[src/rtl/membus_pkg.sv]
package membus_pkg;
    typedef enum logic [1:0] {
        ST_IDLE,
        ST_SETUP,
        ST_STROBE,
        ST_FINISH
    } bus_state_t;
endpackage

[src/rtl/membus_fsm.sv]
module membus_fsm
    import membus_pkg::*;
(
    input  logic clk,
    input  logic rst,
    input  logic req,
    input  logic wr_sel,
    input  logic bus_rdy,
    output logic load,
    output logic capture,
    output logic strobe_rd,
    output logic strobe_wr,
    output logic doe,
    output logic done
);
    bus_state_t state_q;
    bus_state_t state_d;
    logic       write_q;

    // state register
    always_ff @(posedge clk) begin
        if (rst) begin
            state_q <= ST_IDLE;
            write_q <= 1'b0;
        end else begin
            state_q <= state_d;
            if (load) write_q <= wr_sel;
        end
    end

    // transitions: accept, launch, hold, complete, retire
    always_comb begin
        state_d = state_q;
        unique case (state_q)
            ST_IDLE:   if (req) state_d = ST_SETUP;
            ST_SETUP:  state_d = ST_STROBE;
            ST_STROBE: if (bus_rdy) state_d = ST_FINISH;
            ST_FINISH: state_d = ST_IDLE;
        endcase
    end

    // outputs
    always_comb begin
        load      = 1'b0;
        capture   = 1'b0;
        strobe_rd = 1'b0;
        strobe_wr = 1'b0;
        doe       = 1'b0;
        done      = 1'b0;
        unique case (state_q)
            ST_IDLE:   load = req;
            ST_SETUP:  doe  = write_q;
            ST_STROBE: begin
                strobe_rd = !write_q;
                strobe_wr = write_q;
                doe       = write_q;
                capture   = !write_q && bus_rdy;
            end
            ST_FINISH: begin
                doe  = write_q;
                done = 1'b1;
            end
        endcase
    end
endmodule

[src/rtl/membus_regs.sv]
module membus_regs #(
    parameter int AW = 8,
    parameter int DW = 8
) (
    input  logic          clk,
    input  logic          rst,
    input  logic          load,
    input  logic          wr_sel,
    input  logic [AW-1:0] req_addr,
    input  logic [DW-1:0] req_wdata,
    input  logic          capture,
    input  logic [DW-1:0] bus_din,
    output logic [AW-1:0] mar,
    output logic [DW-1:0] mdr
);
    always_ff @(posedge clk) begin
        if (rst) begin
            mar <= '0;
            mdr <= '0;
        end else begin
            if (load) begin
                mar <= req_addr;
                if (wr_sel) mdr <= req_wdata;
            end else if (capture) begin
                mdr <= bus_din;
            end
        end
    end
endmodule

[src/rtl/membus_seq.sv]
module membus_seq #(
    parameter int AW = 8,
    parameter int DW = 8
) (
    input  logic          clk,
    input  logic          rst,
    input  logic          req,
    input  logic          wr_sel,
    input  logic [AW-1:0] req_addr,
    input  logic [DW-1:0] req_wdata,
    output logic          done,
    output logic [DW-1:0] rdata,
    output logic [AW-1:0] bus_addr,
    output logic [DW-1:0] bus_dout,
    output logic          bus_doe,
    output logic          bus_rd,
    output logic          bus_wr,
    input  logic [DW-1:0] bus_din,
    input  logic          bus_rdy
);
    logic          load;
    logic          capture;
    logic [AW-1:0] mar;
    logic [DW-1:0] mdr;

    membus_fsm u_fsm (
        .clk       (clk),
        .rst       (rst),
        .req       (req),
        .wr_sel    (wr_sel),
        .bus_rdy   (bus_rdy),
        .load      (load),
        .capture   (capture),
        .strobe_rd (bus_rd),
        .strobe_wr (bus_wr),
        .doe       (bus_doe),
        .done      (done)
    );

    membus_regs #(.AW(AW), .DW(DW)) u_regs (
        .clk       (clk),
        .rst       (rst),
        .load      (load),
        .wr_sel    (wr_sel),
        .req_addr  (req_addr),
        .req_wdata (req_wdata),
        .capture   (capture),
        .bus_din   (bus_din),
        .mar       (mar),
        .mdr       (mdr)
    );

    assign bus_addr = mar;
    assign bus_dout = mdr;
    assign rdata    = mdr;
endmodule

[config.mk]
export PLATFORM = sky130hd
export DESIGN_NAME = membus_seq
export DESIGN_NICKNAME = d
export VERILOG_FILES = /design/src/rtl/membus_pkg.sv /design/src/rtl/membus_fsm.sv /design/src/rtl/membus_regs.sv /design/src/rtl/membus_seq.sv
export SDC_FILE = /design/constraint.sdc
export NUM_CORES = 1
export LEC_CHECK = 0
export CORE_MARGIN = 4
export CORE_UTILIZATION = 33
export DETAILED_ROUTE_END_ITERATION = 10
export GPL_TIMING_DRIVEN = 0
export HOLD_SLACK_MARGIN = 0.02
export PLACE_DENSITY_LB_ADDON = 0.2
export SLEW_MARGIN = 5
export SYNTH_ARGS = -nofsm -noshare
export SYNTH_HDL_FRONTEND = slang
export SYNTH_SLANG_ARGS = --single-unit
[constraint.sdc]
create_clock -name clk -period 1.6 [get_ports clk]
set_input_delay 0.32 -clock clk [delete_from_list [all_inputs] [get_ports clk]]
set_output_delay 0.32 -clock clk [all_outputs]
set_load 0.005 [all_outputs]
### After elaboration in Yosys (flattened, before gate mapping)

Index checks and enable logic that the tools add are counted.

| operators by class | value |
|---|---|
| bitwise operators | 0 |
| eq/ne operators | 6 |
| divide/modulo/power cells | 0 |
| multiply operators | 0 |
| add/sub/neg operators | 0 |
| shifts and indexed selects | 0 |
| order comparisons | 0 |
| muxes and demuxes | 12 |
| reductions and logical operators | 7 |

Operators with widths:

| cell | number |
|---|---|
| $mux W8 | 3 |
| $pmux W2 S4 | 1 |
| $mux W1 | 6 |
| $ne A2 B2 Y1 const B | 3 |
| $eq A2 B2 Y1 const B | 2 |
| $mux W2 | 2 |
| $reduce_and A2 Y1 | 2 |
| $reduce_or A3 Y1 | 1 |
| $eq A2 B1 Y1 const B | 1 |
| $logic_not A2 Y1 | 1 |
| $reduce_bool A2 Y1 | 1 |
| $logic_and A1 B1 Y1 | 1 |
| $logic_not A1 Y1 | 1 |

| storage, ports and cells | value |
|---|---|
| bits in latches | 0 |
| output and inout bits | 28 |
| bits in read-only memories | 0 |
| memories | 0 |
| logic and storage cells | 29 |
| input port bits | 29 |
| bits in registers | 19 |
| RAM bits | 0 |

### Longest topological paths before layout

| depth | value |
|---|---|
| word-level depth | 5 |
| mapped depth | 6 |
| gate-level depth less buffers | 5 |

### Modules after synthesis

A second synthesis with hierarchy kept.

| unflattened totals | value |
|---|---|
| cell total of the unflattened synthesis | 95 |
| area, all modules | 994.7 sq um |

Modules (own cells, without submodules):

| module | times used | area each (sq um) | cells each | seq. area each (sq um) |
|---|---|---|---|---|
| membus_regs | 1 | 698.2 | 62 | 320.3 |
| membus_fsm | 1 | 236.5 | 25 | 60.1 |
| membus_seq | 1 | 60.1 | 8 | 0.0 |

### Least setup slack after synthesis

OpenSTA, ideal clock, no wires.

| timing path | value |
|---|---|
| path type | flip-flop to flip-flop |
| from | reg u_fsm.state_q[1] |
| to | reg u_regs.mdr[0] |
| library setup time | 0.119 ns |
| required time | 1.481 ns |
| path buffers | 1 |
| data arrival time | 1.356 ns |
| cell stages (with the launch flop) | 7 |
| setup slack | 0.126 ns |
| clock period less this slack | 1.474 ns |
| cell sequence | dfxtp_1 > inv_1 > ha_1 > and3_1 > buf_6 > a31o_4 > o221a_1 |

| on the way | value |
|---|---|
| word-level cells in the longest chain between the ends | 4 |

Ends and longest elaborated chain:

| element | RTL line | source |
|---|---|---|
| start, declared | membus_fsm.sv:16 | `bus_state_t state_q;` |
| start signal, assigned | membus_fsm.sv:26 | `state_q <= state_d;` |
| $eq A2 B2 Y1 or $logic_not A2 Y1 (tied branches) | membus_fsm.sv:50 | `unique case (state_q)` |
| $mux W1 | membus_fsm.sv:50 |  |
| $reduce_bool A2 Y1 (no source line) or $ne A2 B2 Y1 (tied branches) | n/a |  |
| $reduce_and A2 Y1 (no source line) | n/a |  |
| end signal, assigned | membus_regs.sv:23 | `if (wr_sel) mdr <= req_wdata;` |
| end signal, assigned | membus_regs.sv:25 | `mdr <= bus_din;` |
| end, declared | membus_regs.sv:14 | `output logic [DW-1:0] mdr` |

Parallel ways exist; a longest one is shown, timed or not.
A chain may end at the register's enable or synchronous reset.

### Worst setup path after layout

| timing path | value |
|---|---|
| from | reg u_fsm.state_q[0] |
| to | out done |

| on the way | value |
|---|---|
| word-level cells in the longest chain between the ends | 2 |

Ends and longest elaborated chain:

| element | RTL line | source |
|---|---|---|
| $eq A2 B2 Y1 | membus_fsm.sv:50 |  |
| $mux W1 | membus_fsm.sv:50 |  |
| end, declared | membus_seq.sv:11 | `output logic done,` |

Every way passes these cells.

==> impl_metrics.tcl <==
set metrics [dict create \
    post-route-period-util_pct 96.1 \
    grtUsageTotal_pct 15.0 \
    grt_pass1_wl_um 4170 \
    root_buffer "clkbuf_4" \
    maxCapViolations 0 \
    synth-seq-cells 19 \
    coreArea_um2 2590 \
    cp.arrival_ns 1.22 \
    max_freq_mhz 650 \
    critical_path.endpoint_type "primary output" \
    slew_violations 0 \
    rr_worst_depth 6 \
    sw_frac_of_total_pct 33.1 \
    vias 941 \
    wl_um 2690 \
    start_util_pct 35.9 \
    period_needed_ns 1.54 \
    cts-htree-levels 1 \
    syn-num-nets 139 \
    powerDensity_nw_per_um2 1280 \
    final_cells 197 \
    clock-sinks 19 \
    avgSynthCellArea_um2 8.85 \
    vias_per_cell 4.78 \
    slowest_delay_ns 0.35 \
    hold_viol_final 0 \
    routabilityCongestion 0.727 \
    start_kind "register" \
    dieArea_um2 3730 \
    power_leakage_nw 0.788 \
    dpl.hpwl_um 2080 \
    clockPowerShare_pct 12.0 \
    r2r_setup_slack_ns 0.06 \
    hold_start "rst" \
    die-width_um 61.1 \
    clock_path_buffers 2 \
    crit-reg2reg-capture "u_regs.mdr[6]" \
    crit_fanout 2 \
    drive_gt1_share_pct 24.0 \
    synth_top_area_share_pct 40.9 \
    yosysTopAreaCell "dfxtp_1" \
    worstSkewPairLatency_ns 0.31 \
    grt_overflow 0 \
    final_nets 202 \
    finalSetupViolations 0 \
    hold_depth 2 \
    dp.cells 190 \
    cts_tree "yes" \
    grt_max_degree 12 \
    synthTopCellsByArea "dfxtp_1 (41%), a21oi_1 (9.7%), o221a_1 (9.7%)" \
    power.total_w 0.00207 \
    p_switching_w 0.000684 \
    finClkSkew_ns 0.00731 \
    status "complete, no violations" \
    irDropWorstVdd_mv 0.817 \
    yosys_warnings 0 \
    r2r_start "u_fsm.state_q[1]" \
    grt_pass1_vias 982 \
    synth_cells 105 \
    max-slew-margin-rel_pct 72.0 \
    critPathSlowestCell "dfxtp_2" \
    clk_pin_slew_worst_paths_ns 0.10 \
    drt_iter0_drc 18 \
    path_cells "buf_4 -> ha_1 -> dlygate4sd2_1" \
    ys_seq_area_share_pct 40.9 \
    hp-class "input port to register" \
    combPwrFrac_pct 52.6 \
    critPathBufInv 2 \
    critPathRequiredTime_ns 1.28 \
    crit_family "buffers and inverters" \
    cts-buffers-inserted 3 \
    drc 0 \
    wl_per_cell_um 13.6 \
    whs_ns 0.265 \
    diodes 0 \
    worst-setup-path-type "register to primary output" \
    worst_pin_slew_ns 0.419 \
    fp-row-count 18 \
    fin_setup_tns_ns 0 \
    hold_buffers 0 \
    min_to "u_fsm.state_q[0]" \
    antenna_found_initial 0 \
    numPortBuffers 55 \
    p_int_w 0.00138 \
    synth_cell_types 24 \
    syn_to_final_growth_pct 73.4 \
    ant_nets 0 \
    pin_count 57 \
    pwr-share-seq_pct 35.4 \
    netlist_area_um2 930 \
    drt_first_pass_iters 4 \
    die_h_um 61.1 \
]
==> Yosys cell counts <==
| master | n |
|---|---|
| a21oi_1 | 18 |
| a31o_4 | 1 |
| and2_1 | 1 |
| and2_2 | 1 |
| and2b_2 | 1 |
| and3_1 | 1 |
| buf_2 | 1 |
| buf_4 | 9 |
| buf_6 | 1 |
| clkbuf_1 | 2 |
| dfxtp_1 | 19 |
| ha_1 | 5 |
| inv_1 | 10 |
| nand2_1 | 17 |
| nand3_2 | 1 |
| nor2_1 | 1 |
| nor2b_1 | 2 |
| nor2b_2 | 1 |
| nor3_1 | 1 |
| nor4_1 | 1 |
| o21a_1 | 1 |
| o21ai_1 | 1 |
| o221a_1 | 8 |
| or3b_1 | 1 |
==> kinds of logic (layout without fill, tap and decap cells) <==
| family | Yosys count | in the layout | share of synthesized area, % |
|---|---|---|---|
| flip-flops | 19 | 19 | 40.9 |
| AO/OA/AOI/OAI | 29 | 29 | 22.6 |
| AND/OR/NAND/NOR | 29 | 29 | 15.9 |
| adder cells (fa/ha/maj) | 5 | 5 | 6.73 |
| buffers and inverters | 23 | 85 | 13.9 |
==> cells in the final DEF, fill, tap and decap left out, drive strengths merged, types with 2 or more instances in the layout <==
master	Yosys	final
a21oi	18	18
and2	2	2
buf	11	13
clkbuf	2	9
clkdlybuf4s50	0	43
dfxtp	19	19
dlymetal6s2s	0	8
ha	5	5
inv	10	10
nand2	17	17
nor2b	3	3
o221a	8	8
==> per-layer routing <==
| metal | vias up | wire [um] | GRT usage [%] |
|---|---|---|---|
| met5 | - | 0 | 0 |
| met2 | 25 | 1500 | 28.9 |
| met4 | 0 | 34 | 5.57 |
| li1 | 473 | - | - |
| met1 | 439 | 959 | 15.1 |
| met3 | 4 | 192 | 3.98 |
==> worst max-delay path by stage <==
stage | from | end | slack (ns) | depth (start not counted)
after floorplan | u_fsm.state_q[1] | u_regs.mdr[0] | 0.13 | 6
after global placement | req | u_regs.mdr[7] | -0.15 | 5
after detailed placement | req | u_regs.mdr[0] | -0.15 | 5
after CTS | u_fsm.state_q[1] | bus_doe | 0.004 | 4
after global routing | u_fsm.state_q[1] | u_regs.mdr[0] | -0.003 | 6
final | u_fsm.state_q[0] | done | 0.06 | 3
==> metrics by stage <==
step                instance area (um^2)  utilization (%)  setup slack [ns]
global route                        1610             62.2          -0.00271
floorplan                            930                -             0.126
CTS                                 1590             61.3           0.00447
global placement                    1520             58.6            -0.154
detailed placement                  1520             58.6            -0.150
finish                              1610             62.2            0.0616
==> registers in the layout (all words and copies together) (netlist names) <==
name and cells:
u_regs.mar 8, u_regs.mdr 8, u_fsm.state_q 2, u_fsm.write_q 1
==> worst register-to-register path: cells and delay by family (launching register included) <==
kind / cells / cell delay, ns
AOI/OAI and AO/OA: 2 / 0.47
adders and majority gates: 1 / 0.19
buffers and inverters: 2 / 0.20
DFF: 1 / 0.39
and+or+nand+nor: 1 / 0.18
==> area by class of cell <==
| cell class | count | area, um^2 |
|---|---|---|
| plain buffers | 13 | 93.8 |
| clock inverters | 1 | 5.00 |
| fillers | 226 | 978 |
| flip-flops and latches | 19 | 395 |
| well taps | 30 | 37.5 |
| inverters | 10 | 40.0 |
| repair buffers | 58 | 577 |
| multi-input cells | 63 | 440 |
| clock buffers | 3 | 22.5 |
==> power by group through the flow <==
stage          Clock [W]  Sequential [W]  Combinational [W]
4_1_cts         0.000260        0.000733            0.00109
3_5_place_dp           0        0.000711            0.00105
3_3_place_gp           0        0.000701            0.00102
2_1_floorplan          0        0.000702           0.000529
6_report        0.000249        0.000732            0.00109
5_1_grt         0.000285        0.000754            0.00119
==> timing repair <==
item,in CTS,in global routing
resized for setup,23,14
setup buffers,2,1
endpoints found under the setup margin,20,19
Power figures use the tool's default switching activity.
